<file path="src/rtl/mirr_pkg.sv">
package mirr_pkg;
   typedef enum logic [2:0] {
      ST_IDLE,
      ST_PRI,
      ST_PRI_W,
      ST_SEC,
      ST_SEC_W,
      ST_DONE
   } mirr_state_e;
endpackage

</file>
<file path="src/rtl/mirr_range_cmp.sv">
module mirr_range_cmp #(
   parameter int ADDR_W     = 40,
   parameter int GRAN_SHIFT = 26,
   parameter int FIELD_W    = 8
) (
   input  logic               en,
   input  logic [ADDR_W-1:0]  base,
   input  logic [ADDR_W-1:0]  addr,
   input  logic [FIELD_W-1:0] field,
   output logic               hit
);
   localparam int EXT_W = ADDR_W + 1;
   localparam logic [EXT_W-1:0] ONE = EXT_W'(1);

   logic [EXT_W-1:0] span_bytes;
   logic [EXT_W-1:0] limit;

   always_comb begin
      span_bytes = (EXT_W'(field) + ONE) << GRAN_SHIFT;
      limit      = {1'b0, base} + span_bytes;
      hit        = en && (addr >= base) && ({1'b0, addr} < limit);
   end
endmodule

</file>
<file path="src/rtl/mirr_fail_tracker.sv">
module mirr_fail_tracker #(
   parameter int CNT_W = 4
) (
   input  logic             clk,
   input  logic             rst_n,
   input  logic             scrub_en,
   input  logic [CNT_W-1:0] thresh,
   input  logic             uce_evt,
   output logic             failed,
   output logic             fo_pulse
);
   localparam logic [CNT_W:0] INC = (CNT_W+1)'(1);

   logic [CNT_W-1:0] cnt;
   logic [CNT_W-1:0] thr_eff;
   logic [CNT_W:0]   nxt;

   always_comb begin
      thr_eff = (thresh == '0) ? CNT_W'(1) : thresh;
      nxt     = {1'b0, cnt} + INC;
   end

   always_ff @(posedge clk) begin
      if (!rst_n) begin
         cnt      <= '0;
         failed   <= 1'b0;
         fo_pulse <= 1'b0;
      end else begin
         fo_pulse <= 1'b0;
         if (!scrub_en) begin
            cnt <= '0;
         end else if (uce_evt && !failed) begin
            cnt <= nxt[CNT_W] ? cnt : nxt[CNT_W-1:0];
            if (nxt >= {1'b0, thr_eff}) begin
               failed   <= 1'b1;
               fo_pulse <= 1'b1;
            end
         end
      end
   end
endmodule

</file>
<file path="src/rtl/mirr_size_calc.sv">
module mirr_size_calc #(
   parameter int SZ_W    = 15,
   parameter int FIELD_W = 8,
   parameter bit REG_OUT = 1'b1
) (
   input  logic               clk,
   input  logic               rst_n,
   input  logic               en,
   input  logic [FIELD_W-1:0] field,
   input  logic [SZ_W-1:0]    total,
   output logic [SZ_W-1:0]    usable
);
   localparam logic [SZ_W-1:0] ONE = SZ_W'(1);

   logic [SZ_W-1:0] span;
   logic [SZ_W-1:0] next_sz;

   always_comb begin
      span = SZ_W'(field) + ONE;
      if (!en)
         next_sz = total;
      else if (total > span)
         next_sz = total - span;
      else
         next_sz = '0;
   end

   generate
      if (REG_OUT) begin : g_reg
         always_ff @(posedge clk) begin
            if (!rst_n) usable <= '0;
            else        usable <= next_sz;
         end
      end else begin : g_comb
         assign usable = next_sz;
      end
   endgenerate
endmodule

</file>
<file path="src/rtl/mirr_err_handler.sv">
module mirr_err_handler
   import mirr_pkg::*;
#(
   parameter int ADDR_W     = 40,
   parameter int DATA_W     = 64,
   parameter int GRAN_SHIFT = 26,
   parameter int FIELD_W    = 8,
   parameter int CNT_W      = 4,
   parameter bit USABLE_REG = 1'b1,
   localparam int SZ_W      = ADDR_W - GRAN_SHIFT + 1
) (
   input  logic               clk,
   input  logic               rst_n,
   input  logic               cfg_mirror_en,
   input  logic [ADDR_W-1:0]  cfg_node_base,
   input  logic [FIELD_W-1:0] cfg_mirror_field,
   input  logic               cfg_scrub_en,
   input  logic [CNT_W-1:0]   cfg_fail_thresh,
   input  logic [SZ_W-1:0]    cfg_total_gran,
   input  logic               rd_valid,
   output logic               rd_ready,
   input  logic [ADDR_W-1:0]  rd_addr,
   output logic               rsp_valid,
   input  logic               rsp_ready,
   output logic [DATA_W-1:0]  rsp_data,
   output logic               rsp_poison,
   output logic               rsp_from_sec,
   output logic               mem_req_valid,
   output logic [ADDR_W-1:0]  mem_req_addr,
   output logic               mem_req_sec,
   input  logic               mem_rsp_valid,
   input  logic               mem_rsp_uce,
   input  logic [DATA_W-1:0]  mem_rsp_data,
   input  logic               wr_valid,
   input  logic [ADDR_W-1:0]  wr_addr,
   input  logic [DATA_W-1:0]  wr_data,
   output logic               mem_wr_pri_valid,
   output logic               mem_wr_sec_valid,
   output logic [ADDR_W-1:0]  mem_wr_addr,
   output logic [DATA_W-1:0]  mem_wr_data,
   output logic               ce_pulse,
   output logic               mce_pulse,
   output logic               failover_pulse,
   output logic               failover_state,
   output logic [SZ_W-1:0]    usable_size
);
   generate
      if (GRAN_SHIFT < 1 || GRAN_SHIFT >= ADDR_W) begin : g_bad_gran
         $error("GRAN_SHIFT must lie in 1..ADDR_W-1");
      end
      if (FIELD_W > ADDR_W - GRAN_SHIFT) begin : g_bad_field
         $error("FIELD_W must not exceed the granule index width");
      end
      if (CNT_W < 1 || DATA_W < 1) begin : g_bad_width
         $error("CNT_W and DATA_W must be positive");
      end
   endgenerate

   mirr_state_e        state;
   logic [ADDR_W-1:0]  addr_q;
   logic               hit_q;
   logic [DATA_W-1:0]  data_q;
   logic               poison_q;
   logic               sec_q;
   logic               ce_q;
   logic               mce_q;
   logic               rd_hit;
   logic               wr_hit;
   logic               failed;
   logic               uce_evt;

   mirr_range_cmp #(.ADDR_W(ADDR_W), .GRAN_SHIFT(GRAN_SHIFT), .FIELD_W(FIELD_W)) u_rd_cmp (
      .en(cfg_mirror_en), .base(cfg_node_base), .addr(rd_addr),
      .field(cfg_mirror_field), .hit(rd_hit)
   );

   mirr_range_cmp #(.ADDR_W(ADDR_W), .GRAN_SHIFT(GRAN_SHIFT), .FIELD_W(FIELD_W)) u_wr_cmp (
      .en(cfg_mirror_en), .base(cfg_node_base), .addr(wr_addr),
      .field(cfg_mirror_field), .hit(wr_hit)
   );

   assign uce_evt = (state == ST_PRI_W) && mem_rsp_valid && mem_rsp_uce && hit_q && !failed;

   mirr_fail_tracker #(.CNT_W(CNT_W)) u_track (
      .clk(clk), .rst_n(rst_n), .scrub_en(cfg_scrub_en), .thresh(cfg_fail_thresh),
      .uce_evt(uce_evt), .failed(failed), .fo_pulse(failover_pulse)
   );

   mirr_size_calc #(.SZ_W(SZ_W), .FIELD_W(FIELD_W), .REG_OUT(USABLE_REG)) u_size (
      .clk(clk), .rst_n(rst_n), .en(cfg_mirror_en), .field(cfg_mirror_field),
      .total(cfg_total_gran), .usable(usable_size)
   );

   always_ff @(posedge clk) begin
      if (!rst_n) begin
         state    <= ST_IDLE;
         addr_q   <= '0;
         hit_q    <= 1'b0;
         data_q   <= '0;
         poison_q <= 1'b0;
         sec_q    <= 1'b0;
         ce_q     <= 1'b0;
         mce_q    <= 1'b0;
      end else begin
         ce_q  <= 1'b0;
         mce_q <= 1'b0;
         case (state)
            ST_IDLE: if (rd_valid) begin
               addr_q <= rd_addr;
               hit_q  <= rd_hit;
               state  <= ST_PRI;
            end
            ST_PRI: state <= ST_PRI_W;
            ST_PRI_W: if (mem_rsp_valid) begin
               if (!mem_rsp_uce) begin
                  data_q   <= mem_rsp_data;
                  poison_q <= 1'b0;
                  sec_q    <= 1'b0;
                  state    <= ST_DONE;
               end else if (hit_q && !failed) begin
                  state <= ST_SEC;
               end else begin
                  data_q   <= mem_rsp_data;
                  poison_q <= 1'b1;
                  sec_q    <= 1'b0;
                  mce_q    <= 1'b1;
                  state    <= ST_DONE;
               end
            end
            ST_SEC: state <= ST_SEC_W;
            ST_SEC_W: if (mem_rsp_valid) begin
               data_q   <= mem_rsp_data;
               sec_q    <= 1'b1;
               poison_q <= mem_rsp_uce;
               mce_q    <= mem_rsp_uce;
               ce_q     <= !mem_rsp_uce;
               state    <= ST_DONE;
            end
            ST_DONE: if (rsp_ready) state <= ST_IDLE;
            default: state <= ST_IDLE;
         endcase
      end
   end

   always_comb begin
      rd_ready         = (state == ST_IDLE);
      mem_req_valid    = (state == ST_PRI) || (state == ST_SEC);
      mem_req_sec      = (state == ST_SEC);
      mem_req_addr     = addr_q;
      rsp_valid        = (state == ST_DONE);
      rsp_data         = data_q;
      rsp_poison       = poison_q;
      rsp_from_sec     = sec_q;
      ce_pulse         = ce_q;
      mce_pulse        = mce_q;
      failover_state   = failed;
      mem_wr_pri_valid = wr_valid;
      mem_wr_sec_valid = wr_valid && wr_hit && !failed;
      mem_wr_addr      = wr_addr;
      mem_wr_data      = wr_data;
   end
endmodule

</file>
<file path="config.mk">
export PLATFORM = sky130hd
export DESIGN_NAME = mirr_err_handler
export DESIGN_NICKNAME = d
export VERILOG_FILES = /design/src/rtl/mirr_pkg.sv /design/src/rtl/mirr_range_cmp.sv /design/src/rtl/mirr_fail_tracker.sv /design/src/rtl/mirr_size_calc.sv /design/src/rtl/mirr_err_handler.sv
export SDC_FILE = /design/constraint.sdc
export NUM_CORES = 1
export LEC_CHECK = 0
export BUFFER_PORTS_ARGS = -buffer_cell sky130_fd_sc_hd__buf_2
export CORE_AREA = 3 3 203 205
export CTS_CLUSTER_SIZE = 16
export DETAILED_ROUTE_END_ITERATION = 8
export DIE_AREA = 0 0 206 208
export SLEW_MARGIN = 20
export SYNTH_ARGS = -nofsm -noshare
export SYNTH_HDL_FRONTEND = slang
export SYNTH_HIERARCHICAL = 1
export SYNTH_SLANG_ARGS = --single-unit
export TNS_END_PERCENT = 10
</file>
<file path="constraint.sdc">
create_clock -name clk -period 4.52 [get_ports clk]
set_clock_uncertainty 0.15 [all_clocks]
set_input_delay 0.226 -clock clk [delete_from_list [all_inputs] [get_ports clk]]
set_output_delay 0.226 -clock clk [all_outputs]
set_load 0.01 [all_outputs]
</file>
# After elaboration in Yosys (flattened, before gate mapping)
# Cells that the tools add are included.
# op_classes
n_addsub,5
multipliers,0
n_div,0
magnitude_cmp,6
eq_ne,10
shifts,0
muxes,31
n_bitwise,1
reduce_logical,26
# op_table
operator,n
64-bit 2-to-1 mux,4
64-bit case mux with 2 select lines,1
40-bit by 41-bit < comparator with 1-bit output,2
40-bit >= comparator,2
40-bit by 41-bit adder with 41-bit output,1
15-bit 2-to-1 mux,2
"8-bit by 1-bit adder with 9-bit output, second input constant",2
3-bit 2-to-1 mux,6
3-bit case mux with 6 select lines,1
15-bit > comparator,1
15-bit subtractor,1
1-bit 2-to-1 mux,13
1-bit logical AND,12
3-bit AND reduction,3
4-bit AND reduction,2
"3-bit by 2-bit == test with 1-bit output, second input constant",2
"3-bit == test, second input constant",2
"2-bit != test, second input constant",3
1-bit case mux with 2 select lines,3
2-bit AND reduction,3
"4-bit by 1-bit adder with 5-bit output, second input constant",1
5-bit by 4-bit >= comparator with 1-bit output,1
4-bit zero test,1
4-bit 2-to-1 mux,1
8 further kinds,9
# totals
ff_bits,133
latchBits,0
ram_bits,0
mem_bits_ro,0
inputBits,284
out_inout_bits,235
elab_cells,91
mem_count,0

# Depth between registers and ports, before layout
# Gate-level depths: netlist of run 1.
# depth
depth_word,7
mapped_depth,19
mapped_depth_nobuf,19

# Cells and area by module
# The synthesis of run 1 kept the hierarchy.
# by_module_without_submodules
mod,n_inst,cells_each,area_each_um2,seq_area_each_um2
mirr_err_handler,1,607,5242.5,2242.2
mirr_range_cmp (u_rd_cmp),1,280,2093.3,0.0
mirr_range_cmp (u_wr_cmp),1,272,2045.7,0.0
mirr_size_calc,1,167,1318.8,300.3
mirr_fail_tracker,1,43,389.1,120.1

# Worst setup path after synthesis of run 1
# OpenSTA, ideal clock, no wires.
# synth_timing
path_type,input to output
from,in cfg_mirror_field[0]
to,out mem_wr_sec_valid
arrival_time_ps,3134
required_ps,4144
slack_ps,1010
path_stages,16
n_path_buf,0
path_cell_list,ha_1 -> fa_1 -> a21o_1 -> a21oi_1 -> o21ai_1 -> a31oi_1 -> xor2_1 -> ha_1 -> a21o_1 -> a21oi_1 -> o211ai_1 -> a21oi_2 -> nand4_1 -> a221oi_2 -> nand2_1 -> nor2_1
# synth_via
elab_chain_len,6
# synth_rtl
element,line,text
start: declaration,mirr_err_handler.sv:16,"input logic [FIELD_W-1:0] cfg_mirror_field,"
8-bit by 1-bit adder with 9-bit output,mirr_range_cmp.sv:19,span_bytes = (EXT_W'(field) + ONE) << GRAN_SHIFT;
40-bit by 41-bit adder with 41-bit output,mirr_range_cmp.sv:20,"limit = {1'b0, base} + span_bytes;"
40-bit by 41-bit < comparator with 1-bit output,mirr_range_cmp.sv:21,"hit = en && (addr >= base) && ({1'b0, addr} < limit);"
1-bit logical AND,mirr_range_cmp.sv:21,
named net wr_hit,mirr_err_handler.sv:68,logic wr_hit;
1-bit logical AND (2 in a row),mirr_err_handler.sv:158,mem_wr_sec_valid = wr_valid && wr_hit && !failed;
end: declaration,mirr_err_handler.sv:38,"output logic mem_wr_sec_valid,"
# The timed path passes the listed nets, and every way through them passes these cells.

# Worst setup path in the final report of run 1
# Same ends and word-level chain as after synthesis.

==> metrics.md, run 1 <==
| Metric | Value |
|---|---|
| Crit path kind | input pin to primary output |
| Number of synthesized flops with an enable pin | 0 |
| Worst Hold Class | input pin to flop |
| Final WL | 39140 um |
| Die Area | around 43000 sq um |
| Core area | 39640 sq um |
| Placed Area | 12730 sq um |
| Status | finished, final reports clean |
| Final min period | 4.258 ns |
| Share of cells above drive strength 1 | 0.2653 |
| Die extent in y | 208 um |
| Area share of the largest cell type after synthesis | 0.2401 |
| Max-slew violations | 0 |
| Post-synthesis area per instance | between 8 and 9 sq um |
| Routability Congestion | 0.8744 |
| Vias post-DR | 11.14k |
| Drt first-iter violations | 627 |
| Antenna Nets Post-Route | 0 |
| Crit path capture type | primary output |
| Critical Path Source Type | input pin |
| Synth Instances | 1369 |
| Peak VDD IR | 0.2347 mV |
| CTS buffer count | 17 |
| Nets | 2183 |
| CTS HTree Levels | 4 |
| Most common flop cell mapped by yosys | dfxtp_1 |
| Root Buffer | clkbuf_16 |
| Net Count, Synth | between 1.5k and 2k |
| Clock Path Buffers | 2 |
| Max Fanout on Critical Path | 12 |
| WL/cell | 17.09 um |
| Largest net degree at the start of global routing | 101 |
| DRC | 0 |
| Core Rows | 73 |
| Vias per cell | 4.864 |
| Final instance area | 14550 sq um |
| Lkg Pwr | 7.044 nW |
| Synth async-reset ratio | 0 |
| Final Hold Viols | 0 |
| Final HPWL DP | 30920 um |
| IO Pins | 519 |
| Highest Clock Rate | around 230 MHz |
| Count of unique library cells instantiated by Yosys | between 90 and 100 |
| Area Growth Syn to Fin | 31.17% |
| Area occupied by multi-input gates | 7042 sq um |
| Sequential-to-total area share from yosys stat | 0.2401 |
| Final Setup Violations | 0 |
| Reg area | approximately 2700 sq um |
| Relative slew slack | 0.2492 |
| Latest clock arrival within the worst-skew pair | 0.42 ns |
| DRT Pass-1 Iters | 5 |
| Vias in the first global route | 10.96k |
| Period utilisation layout | 0.9420 |
| Required @ worst endpoint | 4.14 ns |
| Most frequent cells in the layout | buf_2, nand2_1, ha_1 |
| CP startpoint | cfg_mirror_field[0] |
| CTS tree | yes |
| Synth area leader | dfxtp_1 |
| DIE WIDTH | 206 um |
| Starting Density | 0.2797 |
| Initial antenna violation count | 3 |
| Register bit total from synthesis | 133 |
| Critical path data arrival time | 3.88 ns |
| Commonest non-fill, non-tap cell in the layout | buf_2 |
| R2R Path Start | state[1] |
| Gr ovfl total | 0 |
| PortBufs | 390 |
| CTS sink cnt | approximately 130 |
| First-pass GRT wire length | 58930 um |
| Slew @ Worst Pin | 1.126 ns |
| Clk slew on worst S/H paths | 0.07 ns |
| Hold path startpoint | cfg_total_gran[0] |
| Power Density | 273.5 nW/um^2 |
| YS warnings | 6 |
| Max-cap violations | 0 |
| Gr usage total | 0.1729 |
| Setup_tns | 0 ns |
| Post-Syn Area | 11090 sq um |
| Fillers | 4068 |
| RSZ-0062 raised after global routing | no |
| Dominant cells by area after synthesis | dfxtp_1, ha_1, nand2_1 |
-- path summary, 6_finish.rpt --
check / end / slack [ns] / cells after the start
worst max-delay path: mem_wr_sec_valid / 0.26 / 20
worst min register to register: mem_req_addr[26] / 0.30 / 2
worst min-delay path: u_size/usable[0] / 0.03 / 4
worst max register to register: rsp_data[45] / 2.05 / 4
-- layer usage --
layer,wire (um),vias to the layer above,global-route usage
met4,1204,4,0.06086
li1,-,5445,-
met5,14,-,0
met3,2480,65,0.03630
met2,19210,399,0.3090
met1,16230,5226,0.2030
-- flip-flops by register name, indices dropped and copies added, names as in the netlist --
signal            cells
u_track/cnt           4
rsp_data             64
mce_pulse             1
rsp_poison            1
state                 3
u_track/failed        1
u_track/fo_pulse      1
rsp_from_sec          1
mem_req_addr         40
u_size/usable        15
ce_pulse              1
hit_q                 1
-- worst max-delay path, cell delays in order --
cell      delay, ns
clkbuf_4       0.19
and3_1         0.16
nand3_1        0.13
or2_1          0.27
xnor2_1        0.13
ha_1           0.37
a21o_1         0.25
a21oi_1        0.16
nor2_1         0.07
a41oi_2        0.26
nor3_1         0.11
xnor2_1        0.19
ha_1           0.27
o21a_1         0.20
a21oi_2        0.15
nand4_1        0.11
a221oi_2       0.25
nand2_2        0.13
nor2_1         0.11
buf_2          0.13
-- cell type report --
class,instances,share of cell area
Inverter,103,0.02658
Clock inverter,15,0.01247
Multi-Input combinational cell,983,0.4841
Antenna cell,1,0.0001720
Clock buffer,17,0.02924
Timing Repair Buffer,513,0.2192
Tap cell,525,0.04516
Sequential cell,133,0.1830
-- synth_stat cells, drive strengths merged (4+ instances only) --
cell and number:
a2111oi 4, a211o 4, a211oi 9, a21boi 45, a21o 22, a21oi 59, a22oi 6, a31o 6
a31oi 8, and2 8, and3 15, and4 4, buf 123, clkbuf 27, dfxtp 133, ha 145
inv 103, mux2i 65, nand2 263, nand2b 13, nand3 35, nand4 26, nor2 35, nor2b 8
nor3 18, o2111ai 7, o211ai 9, o21a 12, o21ai 42, o31ai 6, or3 6, xnor2 27
xor2 19
-- per-stage QoR --
| stage | power [mW] | hold slack, ns | worst slack [ns] | instances | utilization |
|---|---|---|---|---|---|
| after floorplan | 2.104 | 0.1824 | 1.010 | 1369 | - |
| after detailed placement | 2.453 | 0.2923 | 0.1423 | 2139 | 0.3213 |
| after global routing | 4.206 | 0.03724 | 0.02388 | 2290 | 0.3670 |
| after global placement | 2.428 | 0.2866 | 0.2607 | 2139 | 0.3213 |
| after CTS | 4.001 | 0.01399 | 0.1349 | 2288 | 0.3661 |
| final | 3.978 | 0.03271 | 0.2623 | 2290 | 0.3670 |
-- logic make-up (layout without fill, tap and decap cells) --
| kind of cell | count (synthesis) | after routing | synth area share |
|---|---|---|---|
| muxes | 66 | 66 | 0.05969 |
| DFF | 133 | 133 | 0.2401 |
| other | 0 | 1 | 0 |
| adders and majority gates | 148 | 148 | 0.1690 |
| and+or+nand+nor | 457 | 457 | 0.1942 |
| buffers and inverters | 253 | 648 | 0.1283 |
| AOI/OAI and AO/OA | 266 | 266 | 0.1724 |
| xor gates and xnor gates | 46 | 46 | 0.03633 |
-- power breakdown --
group	switching (mW)	internal (mW)
Combinational	0.688	0.553
Clock	0.616	0.840
Sequential	0.0385	1.24
-- repair_timing --
item,in CTS,in global routing
endpoints found under the setup margin,0,1
hold endpoints to repair,122,0
buffers inserted,0,0
hold buffers,117,0
resized for setup,0,4
Note: power is estimated with default switching activity, not from simulation.
==> run 2: changes to the inputs <==
--- a/config.mk
+++ b/config.mk
@@ -10,6 +10,7 @@
 export CTS_CLUSTER_SIZE = 16
 export DETAILED_ROUTE_END_ITERATION = 8
 export DIE_AREA = 0 0 206 208
+export GPL_TIMING_DRIVEN = 0
 export SLEW_MARGIN = 20
 export SYNTH_ARGS = -nofsm -noshare
 export SYNTH_HDL_FRONTEND = slang
==> constraint.sdc (replaced) <==
create_clock -name clk -period 4.52 [get_ports clk]
set_clock_uncertainty 0.15 [all_clocks]
set_input_delay 0.452 -clock clk [delete_from_list [all_inputs] [get_ports clk]]
set_output_delay 0.452 -clock clk [all_outputs]
set_load 0.01 [all_outputs]
==> run 2 against run 1 <==
Wire length rose by 3.3%. Power fell by 0.45%. Via count rose by 2.9%. Clock-buffer cell count did not move. Sequential power barely moved. Critical path depth fell by 2. Hold slack improved by 0.074 ns. Register-to-register slack improved by 0.45 ns. Non-clock buffer count rose by 110. Largest cell class unchanged. Highest routed layer unchanged.
==> metrics.md, run 2 (synthesis results as in run 1) <==
| Metric | Value |
|---|---|
| Status | finished, final reports clean (unchanged) |
| Placed insts | 2348 (was 2139) |
| Peak VDD IR | 0.2312 mV (was 0.2347 mV) |
| WL/cell | 16.86 um (was 17.09 um) |
| Final min period | 4.390 ns (was 4.258 ns) |
| CTS sink cnt | 133 (unchanged) |
| DIE WIDTH | 206 um (unchanged) |
| CTS tree | yes (unchanged) |
| PortBufs | 454 (was 390) |
| Critical-path cell list | buf_12, ha_4, xor2_1, ha_1, a21o_1, a21oi_2, o21ai_2, xnor2_1, ha_1, and3_1, nand4_1, nor3_1, a211oi_2, nand4_1, a221oi_2, nand2_2, nor2_4, buf_6 (was clkbuf_4, and3_1, nand3_1, or2_1, xnor2_1, ha_1, a21o_1, a21oi_1, nor2_1, a41oi_2, nor3_1, xnor2_1, ha_1, o21a_1, a21oi_2, nand4_1, a221oi_2, nand2_2, nor2_1, buf_2) |
| Critical Path Source Type | input pin (unchanged) |
| Relative slew slack | 0.5084 (was 0.2492) |
| Area occupied by multi-input gates | 7133 sq um (was 7042 sq um) |
| Final HPWL DP | 34150 um (was 30920 um) |
| Max-cap violations | 0 (unchanged) |
| Nets | 2293 (was 2183) |
| CTS buffer count | 17 (unchanged) |
| Final Setup Violations | 0 (unchanged) |
| Latest clock arrival within the worst-skew pair | 0.42 ns (about the same) |
| Vias per cell | 4.779 (was 4.864) |
| Share of cells above drive strength 1 | 0.3649 (was 0.2653) |
| Crit path capture type | primary output (unchanged) |
| Final cell count without fillers | 2399 (was 2290) |
| Routability Congestion | 0.8837 (was 0.8744) |
| Commonest non-fill, non-tap cell in the layout | buf_2 (unchanged) |
| Most frequent cells in the layout | buf_2, nand2_1, ha_1 (unchanged) |
| Core Rows | 73 (unchanged) |
| Power Density | 265.2 nW/um^2 (was 273.5 nW/um^2) |
| Period utilisation layout | 0.9711 (was 0.9420) |
| Clk slew on worst S/H paths | 0.06 ns (was 0.07 ns) |
| CP peak stage delay | 0.34 ns (was 0.37 ns) |
| CTS HTree Levels | 4 (unchanged) |
| Core area | 39640 sq um (unchanged) |
| Fillers | 4107 (was 4068) |
| Hold Buf Count CTS | 0 (was 117) |
| Initial antenna violation count | 12 (was 3) |
| Max Fanout on Critical Path | 7 (was 12) |
| Die Area | 42850 sq um (unchanged) |
| IO Pins | 519 (unchanged) |
| Area Growth Syn to Fin | 34.65% (was 31.17%) |
| Antenna Nets Post-Route | 0 (unchanged) |
| First-pass GRT wire length | 59840 um (was 58930 um) |
| Setup_tns | 0 ns (unchanged) |
| Drt first-iter violations | 541 (was 627) |
| Starting Density | 0.2797 (unchanged) |
| Die extent in y | 208 um (unchanged) |
| Critical path data arrival time | 3.79 ns (was 3.88 ns) |
| Gr usage total | 0.1769 (was 0.1729) |
| Slowest cell on crit path | ha_1 (unchanged) |
| Slew @ Worst Pin | 0.7259 ns (was 1.126 ns) |
| Worst Hold Class | input pin to flop (unchanged) |
| Vias post-DR | 11.46k (was 11.14k) |
| Gr ovfl total | 0 (unchanged) |
| Vias in the first global route | 11.03k (was 10.96k) |
| Final WL | 40450 um (was 39140 um) |
| Highest Clock Rate | 227.8 MHz (was 234.9 MHz) |
| Reg area | 2663 sq um (unchanged) |
| Required @ worst endpoint | 3.92 ns (was 4.14 ns) |
| DRC | 0 (unchanged) |
| Lkg Pwr | 7.492 nW (was 7.044 nW) |
| Number of flip-flops under the largest register name | 64 (unchanged) |
| Clock Path Buffers | 2 (unchanged) |
| Crit path kind | input pin to primary output (unchanged) |
| DRT Pass-1 Iters | 5 (unchanged) |
| Max-slew violations | 0 (unchanged) |
| Root Buffer | clkbuf_16 (unchanged) |
| Final Hold Viols | 0 (unchanged) |
| RSZ-0062 raised after global routing | yes (was no) |
| Largest net degree at the start of global routing | 17 (was 101) |
## run 2: cell types whose count changed in the layout (fill, tap and decap cells not counted), moves of 4 or more
cell and change:
buf_8 +4, a21oi_2 +4, a21oi_1 -4, clkinv_2 +4, buf_4 +122, clkbuf_1 +26, buf_2 +68, inv_8 -5
dlygate4sd3_1 -117
## run 2: final timing paths
kind	start	endpoint	slack, ns	cells past startpoint
setup reg to reg	u_track/failed	rsp_data[33]	2.50	5
hold / removal	cfg_total_gran[3]	u_size/usable[3]	0.11	3
hold reg to reg	mem_req_addr[1]	mem_req_addr[1]	0.30	2
setup / recovery	cfg_mirror_field[1]	mem_wr_sec_valid	0.13	18
## run 2: report_power, final
group	internal, mW	total (mW)	switching (mW)	leakage, nW
Combinational	0.601	1.33	0.734	6.14
Clock	0.804	1.35	0.546	0.271
Sequential	1.24	1.28	0.0323	1.08
## run 2: area by class of cell
cell class / count / area share
antenna: 2 / 0.0003352
clock inverter: 13 / 0.008966
clock buffer: 17 / 0.02849
buffer: 150 / 0.06938
inverter: 103 / 0.02589
tap: 525 / 0.04399
sequential: 133 / 0.1783
timing repair buffer: 473 / 0.1669
multi-input combinational: 983 / 0.4777
## run 2: through the flow
stage / util / cell area (sq um) / total power, mW / setup slack (ns) / hold WS, ns
6_report: 0.3767 / 14930 / 3.960 / 0.1305 / 0.1069
5_1_grt: 0.3767 / 14930 / 4.198 / -0.1357 / 0.1131
4_1_cts: 0.3703 / 14680 / 3.973 / 0.04124 / 0.08909
3_5_place_dp: 0.3536 / 14020 / 2.587 / -0.3266 / 0.2927
3_3_place_gp: 0.3536 / 14020 / 2.560 / -0.2653 / 0.2887
2_1_floorplan: - / 11090 / 2.104 / 0.5579 / 0.2940
## run 2: worst max-delay path: cells and delay by family
family / cells / cell delay, ns
fa+ha+maj: 3 / 0.78
buf+inv: 2 / 0.22
compound gates: 5 / 1.00
simple gates: 6 / 0.98
xor+xnor: 2 / 0.35
## run 2: routing by layer
metal | part of all wire | wire length (um) | global-route usage | up-vias
li1 | - | - | - | 5667
met1 | 0.41 | 16650 | 0.2141 | 5290
met2 | 0.50 | 20100 | 0.3160 | 413
met3 | 0.066 | 2689 | 0.03646 | 74
met4 | 0.022 | 899 | 0.04752 | 20
met5 | 0.0026 | 106 | 0 | -
## run 2: timing repair
action	4_1_cts	5_1_grt
gates resized for setup	12	29
setup buffers	6	12
pin swaps	3	22
setup endpoints to repair	1	1
gates cloned	0	1
